--- config.mk ---
export PLATFORM = sky130hd
export DESIGN_NAME = err_irq_ctrl
export DESIGN_NICKNAME = d
export VERILOG_FILES = /design/src/rtl/err_irq_pkg.sv /design/src/rtl/err_event_capture.sv /design/src/rtl/err_sticky_flags.sv /design/src/rtl/err_recovery_lock.sv /design/src/rtl/err_irq_ctrl.sv
export SDC_FILE = /design/constraint.sdc
export NUM_CORES = 1
export LEC_CHECK = 0
export BUFFER_PORTS_ARGS = -buffer_cell sky130_fd_sc_hd__clkbuf_2
export CAP_MARGIN = 20
export CORE_MARGIN = 2
export CORE_UTILIZATION = 47
export CTS_CLUSTER_SIZE = 16
export DETAILED_ROUTE_END_ITERATION = 16
export PLACE_DENSITY = 0.82
export SETUP_SLACK_MARGIN = 0.4
export SYNTH_ARGS = -nofsm -noshare
export SYNTH_HDL_FRONTEND = slang
export SYNTH_HIERARCHICAL = 1
export SYNTH_SLANG_ARGS = --single-unit
--- constraint.sdc ---
create_clock -name clk -period 1.5 [get_ports clk]
set_input_delay 0.3 -clock clk [delete_from_list [all_inputs] [get_ports clk]]
set_output_delay 0.3 -clock clk [all_outputs]
set_load 0.1 [all_outputs]
--- src/rtl/err_irq_pkg.sv ---
package err_irq_pkg;
  localparam int NSRC = 5;

  localparam int SRC_TEST  = 0;
  localparam int SRC_SPORT = 1;
  localparam int SRC_CLK   = 2;
  localparam int SRC_ADC   = 3;
  localparam int SRC_DAC   = 4;

  // Sources that force a mute and demand a power-down cycle
  localparam logic [NSRC-1:0] MUTE_SRC = (NSRC'(1) << SRC_SPORT) | (NSRC'(1) << SRC_CLK);

  typedef enum logic [1:0] {
    RC_IDLE     = 2'd0,
    RC_WAIT_SET = 2'd1,
    RC_WAIT_CLR = 2'd2
  } rcv_state_t;

  function automatic logic [NSRC-1:0] pending_irq(input logic [NSRC-1:0] flags,
                                                  input logic [NSRC-1:0] mask);
    return flags & ~mask;
  endfunction

  function automatic logic [NSRC-1:0] flag_update(input logic [NSRC-1:0] flags,
                                                  input logic            clr,
                                                  input logic [NSRC-1:0] rise);
    return (clr ? '0 : flags) | rise;
  endfunction
endpackage

--- src/rtl/err_event_capture.sv ---
module err_event_capture #(
  parameter int N = 5
) (
  input  logic         clk,
  input  logic         rst_n,
  input  logic [N-1:0] evt_i,
  output logic [N-1:0] rise_o
);
  logic [N-1:0] cur_q;
  logic [N-1:0] prev_q;

  genvar gi;
  generate
    for (gi = 0; gi < N; gi++) begin : g_src
      always_ff @(posedge clk) begin
        if (!rst_n) begin
          cur_q[gi]  <= 1'b0;
          prev_q[gi] <= 1'b0;
        end else begin
          cur_q[gi]  <= evt_i[gi];
          prev_q[gi] <= cur_q[gi];
        end
      end

      assign rise_o[gi] = cur_q[gi] & ~prev_q[gi];

      // a detected edge never repeats on the following cycle
      assert_single_edge_R2: assert property (@(posedge clk) disable iff (!rst_n)
        rise_o[gi] |=> !rise_o[gi]);
    end
  endgenerate
endmodule

--- src/rtl/err_sticky_flags.sv ---
module err_sticky_flags
  import err_irq_pkg::*;
#(
  parameter int N = NSRC
) (
  input  logic         clk,
  input  logic         rst_n,
  input  logic [N-1:0] rise_i,
  input  logic         clr_i,
  output logic [N-1:0] flags_o
);
  always_ff @(posedge clk) begin
    if (!rst_n) flags_o <= '0;
    else        flags_o <= flag_update(flags_o, clr_i, rise_i);
  end

  // every detected edge is recorded, even against a clear
  assert_edge_recorded_R6: assert property (@(posedge clk) disable iff (!rst_n)
    (|rise_i) |=> ((flags_o & $past(rise_i)) == $past(rise_i)));

  // a clear with no competing edge empties the record
  assert_clear_empties_R5: assert property (@(posedge clk) disable iff (!rst_n)
    (clr_i && rise_i == '0) |=> (flags_o == '0));
endmodule

--- src/rtl/err_recovery_lock.sv ---
module err_recovery_lock
  import err_irq_pkg::*;
#(
  parameter int N_PDN = 4
) (
  input  logic             clk,
  input  logic             rst_n,
  input  logic             trig_i,
  input  logic [N_PDN-1:0] pdn_i,
  output logic             mute_o
);
  rcv_state_t state_q, state_d;
  logic pdn_all_set, pdn_all_clr;

  assign pdn_all_set = &pdn_i;
  assign pdn_all_clr = ~|pdn_i;

  always_comb begin
    state_d = state_q;
    if (trig_i) begin
      state_d = RC_WAIT_SET;
    end else begin
      case (state_q)
        RC_WAIT_SET: if (pdn_all_set) state_d = RC_WAIT_CLR;
        RC_WAIT_CLR: if (pdn_all_clr) state_d = RC_IDLE;
        default:     state_d = RC_IDLE;
      endcase
    end
  end

  always_ff @(posedge clk) begin
    if (!rst_n) state_q <= RC_IDLE;
    else        state_q <= state_d;
  end

  assign mute_o = (state_q != RC_IDLE);

  // mute only rises after a mute-class trigger
  assert_mute_cause_R7: assert property (@(posedge clk) disable iff (!rst_n)
    $rose(mute_o) |-> $past(trig_i));

  // mute only releases after all power-down bits were seen low
  assert_mute_release_R8: assert property (@(posedge clk) disable iff (!rst_n)
    $fell(mute_o) |-> $past(pdn_all_clr));
endmodule

--- src/rtl/err_irq_ctrl.sv ---
module err_irq_ctrl
  import err_irq_pkg::*;
#(
  parameter int N_PDN = 4,
  parameter int AW    = 2,
  parameter int DW    = 8,
  parameter logic [AW-1:0] ADDR_NOTIF = 0,
  parameter logic [AW-1:0] ADDR_MASK  = 1
) (
  input  logic             clk,
  input  logic             rst_n,
  input  logic [NSRC-1:0]  err_evt_i,
  input  logic [N_PDN-1:0] pdn_i,
  input  logic [AW-1:0]    reg_addr_i,
  input  logic             reg_wr_i,
  input  logic             reg_rd_i,
  input  logic [DW-1:0]    reg_wdata_i,
  output logic [DW-1:0]    reg_rdata_o,
  output logic             irq_n_o,
  output logic             mute_o
);
  logic [NSRC-1:0] rise;
  logic [NSRC-1:0] flags;
  logic [NSRC-1:0] mask_q;
  logic            rd_clr;
  logic            mask_wr;
  logic            mute_trig;

  err_event_capture #(.N(NSRC)) u_capture (
    .clk   (clk),
    .rst_n (rst_n),
    .evt_i (err_evt_i),
    .rise_o(rise)
  );

  assign rd_clr  = reg_rd_i && (reg_addr_i == ADDR_NOTIF);
  assign mask_wr = reg_wr_i && (reg_addr_i == ADDR_MASK);

  err_sticky_flags #(.N(NSRC)) u_flags (
    .clk    (clk),
    .rst_n  (rst_n),
    .rise_i (rise),
    .clr_i  (rd_clr),
    .flags_o(flags)
  );

  assign mute_trig = |(rise & MUTE_SRC);

  err_recovery_lock #(.N_PDN(N_PDN)) u_recovery (
    .clk   (clk),
    .rst_n (rst_n),
    .trig_i(mute_trig),
    .pdn_i (pdn_i),
    .mute_o(mute_o)
  );

  always_ff @(posedge clk) begin
    if (!rst_n)       mask_q <= '0;
    else if (mask_wr) mask_q <= reg_wdata_i[NSRC-1:0];
  end

  always_comb begin
    reg_rdata_o = '0;
    if (reg_addr_i == ADDR_NOTIF)     reg_rdata_o[NSRC-1:0] = flags;
    else if (reg_addr_i == ADDR_MASK) reg_rdata_o[NSRC-1:0] = mask_q;
  end

  assign irq_n_o = ~|pending_irq(flags, mask_q);

  // the interrupt is only withdrawn by a clearing read or a mask change
  assert_irq_release_R4: assert property (@(posedge clk) disable iff (!rst_n)
    $rose(irq_n_o) |-> $past(rd_clr || mask_wr));

  // an edge on an unmasked source always reaches the interrupt line
  assert_unmasked_irq_R3: assert property (@(posedge clk) disable iff (!rst_n)
    (|(rise & ~mask_q) && !mask_wr) |=> !irq_n_o);
endmodule

==> Word-level counts from Yosys, hierarchy flattened <==
Cells that the tools add are included.
{ "op_classes": {"addsub": 0, "n_mul": 0, "div": 0, "magnitude_cmp": 0, "eq_ne": 7, "shifts": 0, "mux": 7, "bitwise_logic": 14, "n_reduce_logical": 12} }
{ "op_table": {"columns": ["cell", "count"], "rows": [
  ["2-to-1 mux 5 bit", 3],
  ["inverter 1 bit", 6],
  ["bitwise AND 1 bit", 5],
  ["bitwise AND 5 bit", 1],
  ["inverter 5 bit", 1],
  ["OR 5 bit", 1],
  ["OR reduction 5 bit", 1],
  ["== test 2 x 1 -> 1 bit (second input constant)", 2],
  ["2-to-1 mux 2 bit", 2],
  ["case mux 2 bit (2 select lines)", 1],
  ["AND reduction 2 bit", 2],
  ["AND reduction 4 bit", 1],
  ["OR reduction 4 bit", 1],
  ["!= test 3 x 2 -> 1 bit (second input constant)", 1],
  ["!= test 3 bit (second input constant)", 1],
  ["OR reduction 3 bit", 1],
  ["== test 2 bit (second input constant)", 1],
  ["logical AND 1 bit", 2],
  ["zero test 2 bit", 1],
  ["!= test 2 x 1 -> 1 bit (second input constant)", 1],
  ["!= test 2 bit (second input constant)", 1],
  ["nonzero test 2 bit", 1],
  ["OR reduction 2 bit", 1],
  ["zero test 1 bit", 1],
  ["2-to-1 mux 1 bit", 1]
]} }
{ "word_totals": {"regBits": 22, "latchBits": 0, "ram_bits": 0, "mem_bits_ro": 0, "inputBits": 23, "mem_count": 0} }

==> Logic depth before layout (Yosys ltp) <==
Gate-level depths: netlist of run 1.
{ "logic_depth": {"ltp_word": 5, "depth_mapped": 4} }

==> Modules after synthesis <==
The synthesis of run 1 kept the hierarchy.
{ "by_module_without_submodules": {"columns": ["module", "instances", "cells_each", "area_per_inst_um2", "seq_area_each_um2"], "rows": [
  ["err_irq_ctrl", 1, 47, 357.8, 100.1],
  ["err_event_capture", 1, 25, 294.0, 200.2],
  ["err_sticky_flags", 1, 15, 168.9, 100.1],
  ["err_recovery_lock", 1, 12, 105.1, 40.0]
]} }

==> Worst setup path before layout of run 1 <==
No wires, ideal clock.
{ "synth_path": {"path_kind": "register to output", "from": "reg u_flags.flags_o[4]", "to": "out irq_n_o", "arrival_time_ps": 2479, "required_time_ps": 1200, "setup_slack_ps": -1279, "stages_incl_launch_ff": 3, "n_path_buf": 0, "cell_sequence": "dfxtp_1 nor2b_1 nor3_1"} }
{ "synth_via": {"elab_chain_cells": 3} }
{ "synth_lines": {"columns": ["item", "line", "text"], "rows": [
  ["start: declaration", "err_sticky_flags.sv:10", "output logic [N-1:0] flags_o"],
  ["start signal: assignment", "err_sticky_flags.sv:14", "else flags_o <= flag_update(flags_o, clr_i, rise_i);"],
  ["bitwise AND 5 bit", "err_irq_pkg.sv:21", "return flags & ~mask;"],
  ["OR reduction 5 bit", "err_irq_ctrl.sv:68", "assign irq_n_o = ~|pending_irq(flags, mask_q);"],
  ["zero test 1 bit", "err_irq_ctrl.sv:68", null],
  ["end: declaration", "err_irq_ctrl.sv:19", "output logic irq_n_o,"]
]} }
No other way between the ends.

==> Final worst setup path of run 1 <==
{ "layout_path": {"from": "reg u_flags.flags_o[0]", "to": "out irq_n_o"} }
The elaborated chain is that of the path after synthesis.

==> qor.csv, run 1 <==
metric;value;unit
outcome;finished, violations left;
violations;negative setup slack;
cts.htree.levels;1;
crit_slowest_cell;dfxtp_2;
overflow;0;
area_delta_synth_final;43.4;%
wire_per_inst;11.4;µm
n_antenna_cell;0;
ys_ff_latch;22;
drive_gt1_frac;0.496;
timing.critical_path.slowest_cell_delay;0.35;ns
core_region_area;1900;µm²
hold_path.class;in -> reg;
cts.sinks;22;
grt_use_met3;0.0185;
maxSlewViolCount;0;
first_pass_iters;5;
seq_power_share;0.517;
ys_seq_area_frac;0.476;
grt.total_usage;0.158;
synth_flop_cell;dfxtp_1;
use_met1;0.189;
post-dp-hpwl;1.22;mm
cp.arrival;1.25;ns
dp.cells;149;
finalPower;1.23;mW
port_buffers;26;
cap_violations;0;
crit_start;u_flags/flags_o[0];
postLayoutSetupSlackWorst;-0.0491;ns
dieArea;2340;µm²
clkPwrFrac;0.209;
setup_viol;1;
p_per_area;924;nW/µm²
grt_max_degree;28;
die_h;48.4;µm
vias;734;
final_hold_viol_count;0;
yosysUniqueCellTypes;25;
cts.clk_slew.worst_paths;0.11;ns
nFillCells;142;
crit_type;reg -> out;
peakVddDrop;767;µV
pwr-share-comb;0.274;
cts_hold_buf;0;
die_w;48.4;µm
crit_path_end_kind;output pin;
grt_pass1_vias;728;
drtIter0Drc;6;
route.detailed.drc;0;
synth_area;926;µm²
rsz0062_at_grt;yes;
detailed_place.area;1210;µm²
finalWirelength;1.75;mm
synthArstFlopShare;0;
stdcell_area;1330;µm²
ant_nets;0;
root_buffer;clkbuf_4;
clock.fmax;0.646;GHz
min_from;err_evt_i[0];
start_util;0.487;
min_period;1.55;ns
vias_per_cell;4.77;
grt_pass1_wl;2.94;mm
p_int;0.840;mW
clock_path_buffers;2;
start_kind;register;
crit_chain;inv_2, o22ai_2, nor3_4, buf_12;
r2r-start;u_capture/cur_q[2];
gp_congestion;0.746;
grt-busiest-layer;met2;
cts_made_buffers;3;
antenna_found_initial;0;
required;1.20;ns
cts_tree;built;
synth.avg_cell_area;9.35;µm²
fin_cells;154;
finClkSkew;0.00602;ns
grt_use_met2;0.282;
ys_warn_count;6;
whs;0.195;ns
clkLatencyLatePin;0.30;ns
synthCells;99;
fp-row-count;16;
ios;33;
switching_share;0.315;
p_leak;0.550;nW
switching_power;0.387;mW
cp_max_fo;3;
finalCritPeriodShare;1.03;
synth_edf_count;0;
final_net_count;152;
[area by class of cell]
class / instances / area (µm²) / area share
tap: 27 / 33.8 / 0.0254
multi-input combinational: 69 / 533 / 0.402
sequential: 22 / 462 / 0.348
inverter: 5 / 18.8 / 0.0141
clock buffer: 3 / 22.5 / 0.0170
timing repair buffer: 28 / 258 / 0.194
[worst max-delay path: cells and delay by family, from the launching register on]
kind            cells  cell delay, ns
buf+inv             2            0.27
simple gates        1            0.21
flops               1            0.35
compound gates      1            0.11
[Yosys cell counts, types with 2 or more instances]
cell      count  area (µm²)
and2_1       10        62.6
nand3_1       5        25.0
mux2i_1       5        50.1
dfxtp_1      22         440
nand2b_1      2        12.5
inv_1         5        18.8
nor2b_1      12        75.1
nand2_1       5        18.8
buf_4         4        30.0
nor2_1        5        18.8
o21ai_0       5        25.0
o21a_1        5        37.5
o22ai_1       2        12.5
[cell usage in the layout, fill, tap and decap left out]
cell / count
inv_2: 3
dfxtp_2: 11
buf_4: 2
o22ai_2: 1
nor3b_2: 1
or2_4: 2
mux2i_2: 3
mux2i_1: 1
nand2_1: 5
and2_1: 10
nor4_1: 1
nand2b_1: 2
clkbuf_4: 4
o22ai_4: 1
inv_1: 2
a31oi_1: 1
mux2i_4: 1
buf_12: 6
nand4_1: 1
o21ai_1: 1
nor3_4: 1
o21a_1: 5
dfxtp_1: 9
clkbuf_16: 1
nand3b_4: 1
dfxtp_4: 2
clkbuf_2: 18
and4bb_1: 1
nand3_1: 5
nor2_4: 5
conb_1: 3
o21ai_0: 5
nor2b_1: 12
[power groups by stage]
stage / Sequential [mW] / Combinational, mW / Clock, mW
after floorplan: 0.638 / 0.224 / 0
after global placement: 0.641 / 0.299 / 0
after detailed placement: 0.643 / 0.303 / 0
after CTS: 0.631 / 0.328 / 0.263
after global routing: 0.638 / 0.354 / 0.291
final: 0.634 / 0.336 / 0.256
[stage by stage]
stage	setup WS (ns)	util	setup TNS, ns
floorplan	-0.0424	-	-0.0424
global placement	0.115	0.635	0
detailed placement	0.0892	0.635	0
CTS	-0.0181	0.682	-0.0181
global route	-0.113	0.698	-0.113
finish	-0.0491	0.698	-0.0491
[layer usage]
metal | part of all wire | vias up
met3 | 0.029 | 2
met4 | 0.012 | 0
met1 | 0.43 | 339
met2 | 0.53 | 14
met5 | 0 | -
li1 | - | 379
[flip-flops by register name (all words and copies together), names as in the netlist]
name / cells
mask_q: 5
u_capture/prev_q: 5
u_flags/flags_o: 5
u_recovery/state_q: 2
u_capture/cur_q: 5
[kinds of logic after synthesis]
group / Yosys count / share of synthesized area
muxes: 5 / 0.0541
DFF: 22 / 0.476
AOI/OAI and AO/OA: 14 / 0.0932
buffers and inverters: 10 / 0.0676
and+or+nand+nor: 47 / 0.305
other: 1 / 0.00405
[path summary, 6_finish.rpt]
path	slack, ns	cells past startpoint	to
max	-0.05	4	irq_n_o
min	0.20	2	u_capture/cur_q[0]
max reg2reg	0.46	4	u_recovery/state_q[0]
min reg2reg	0.46	1	u_capture/prev_q[1]
[what timing repair did]
item | CTS | global route
resized for setup | 18 | 11
pin swaps | 2 | 3
endpoints found under the setup margin | 7 | 9
setup buffers | 2 | 0
(Power assumes the default switching activity.)
==> run 2, diff against run 1 <==
- RECOVER_POWER: not set -> 100
==> run 2 against run 1 <==
The flow still finishes with violations (negative setup slack). Maximum frequency grew 0.32%. Core utilization decreased by 0.066 points. Clock-buffer cell count unchanged. Non-clock buffer count unchanged. Design area is essentially flat. First-iteration DRC count is 33% lower. Register-to-register slack barely moved. Global-route usage is the same. Clock power about the same. Sequential power barely moved. Critical path depth did not move. Power decreased by 0.13%. Largest power group unchanged.
==> qor.csv, run 2 (synthesis results as in run 1) <==
metric;value;unit
dieArea;2340;µm²
fp-row-count;16;
min_period;1.54;ns
port_buffers;26;
grt_pass1_vias;728;
grt_pass1_wl;2.94;mm
r2r-start;u_capture/cur_q[2];
violations;negative setup slack;
cts.sinks;22;
fin_util;0.697;
ios;33;
antenna_found_initial;0;
maxSlewViolCount;0;
crit_path_end_kind;output pin;
final_net_count;152;
post-dp-hpwl;1.22;mm
worstMarginPinSlew;0.925;ns
clkPwrFrac;0.209;
switching_power;0.386;mW
seq_power_share;0.518;
ant_nets;0;
vias;736;
hold_path.class;in -> reg;
rsz0062_at_grt;yes;
slew_headroom;0.383;
worstPathBufferInverterCount;2;
regArea;462;µm²
postLayoutSetupSlackWorst;-0.0441;ns
crit_type;reg -> out;
n_antenna_cell;0;
timing.critical_path.slowest_cell_delay;0.36;ns
crit_start;u_flags/flags_o[0];
nFillCells;142;
die_h;48.4;µm
min_from;err_evt_i[3];
p_leak;0.545;nW
root_buffer;clkbuf_4;
clock.fmax;0.648;GHz
cts.htree.levels;1;
route.detailed.drc;0;
wire_per_inst;11.4;µm
crit_family;flip-flops;
grt.total_usage;0.158;
switching_share;0.315;
pwr-share-comb;0.274;
finalCritPeriodShare;1.03;
die_w;48.4;µm
cp.arrival;1.24;ns
first_pass_iters;5;
required;1.20;ns
p_per_area;923;nW/µm²
vias_per_cell;4.78;
area_delta_synth_final;43.2;%
dp_worst_setup_slack;0.0892;ns
start_kind;register;
multi_input_area;533;µm²
cts_tree;built;
setup_viol;1;
peakVddDrop;767;µV
grt_max_degree;28;
overflow;0;
layout_common_cells;17 x clkbuf_2, 12 x nor2b_1, 11 x dfxtp_2;
layout_commonest_cell;clkbuf_2;
gp_congestion;0.746;
cap_violations;0;
cts.clk_slew.worst_paths;0.11;ns
finClkSkew;0.00655;ns
cts_made_buffers;3;
outcome;finished, violations left;
final_hold_viol_count;0;
drtIter0Drc;4;
drive_gt1_frac;0.488;
finalWirelength;1.75;mm
clkLatencyLatePin;0.30;ns
crit_chain;inv_2, o22ai_2, nor3_4, buf_12;
p_int;0.839;mW
clock_path_buffers;2;
setup-tns-final;-0.0441;ns
cp_max_fo;3;
core_region_area;1900;µm²
crit_slowest_cell;dfxtp_2;
start_util;0.487;
==> run 2: cell counts in the layout (fill, tap and decap cells not counted) <==
No cell type changed its count.
==> run 2: metal layers <==
layer / routed length (µm) / vias up / global-route usage
met5: 0 / - / 0
met4: 21 / 0 / 0.0714
met2: 923 / 14 / 0.282
li1: - / 379 / -
met1: 756 / 341 / 0.189
met3: 50 / 2 / 0.0185
==> run 2: final cells by class <==
type,instances,share of cell area
timing repair buffer,28,0.193
clock buffer,3,0.0170
multi-input combinational,69,0.402
inverter,5,0.0142
sequential,22,0.348
tap,27,0.0255
==> run 2: per-stage QoR <==
stage / total power, mW / hold slack (ns) / std cells / instance area (µm²)
6_report: 1.22 / 0.196 / 154 / 1330
3_3_place_gp: 0.940 / 0.431 / 149 / 1210
5_1_grt: 1.28 / 0.184 / 154 / 1330
4_1_cts: 1.22 / 0.189 / 154 / 1300
3_5_place_dp: 0.946 / 0.437 / 149 / 1210
2_1_floorplan: 0.861 / 0.418 / 101 / 997
==> run 2: what timing repair did <==
action	4_1_cts	5_1_grt
gates resized for setup	18	11
hold buffers	0	0
gates cloned	0	0
pin swaps	2	3
setup endpoints to repair	7	9
buffers inserted	2	0
hold endpoints to repair	0	0
==> run 2: final timing paths <==
kind / endpoint / slack, ns / depth (start not counted)
max: irq_n_o / -0.04 / 4
min: u_capture/cur_q[3] / 0.20 / 2
max reg2reg: u_recovery/state_q[0] / 0.46 / 4
min reg2reg: u_capture/prev_q[1] / 0.46 / 1
==> run 2: worst reg2reg max path: cells and delay by family (launching register included) <==
family,cells,cell delay (ns)
flip-flops,1,0.33
AO/OA/AOI/OAI,1,0.15
AND/OR/NAND/NOR,3,0.45
==> run 2: power by group through the flow <==
stage / Combinational [mW] / Clock (mW) / Sequential [mW]
after floorplan: 0.224 / 0 / 0.638
after global placement: 0.299 / 0 / 0.641
after detailed placement: 0.303 / 0 / 0.643
after CTS: 0.328 / 0.263 / 0.631
after global routing: 0.354 / 0.291 / 0.638
final: 0.335 / 0.255 / 0.634
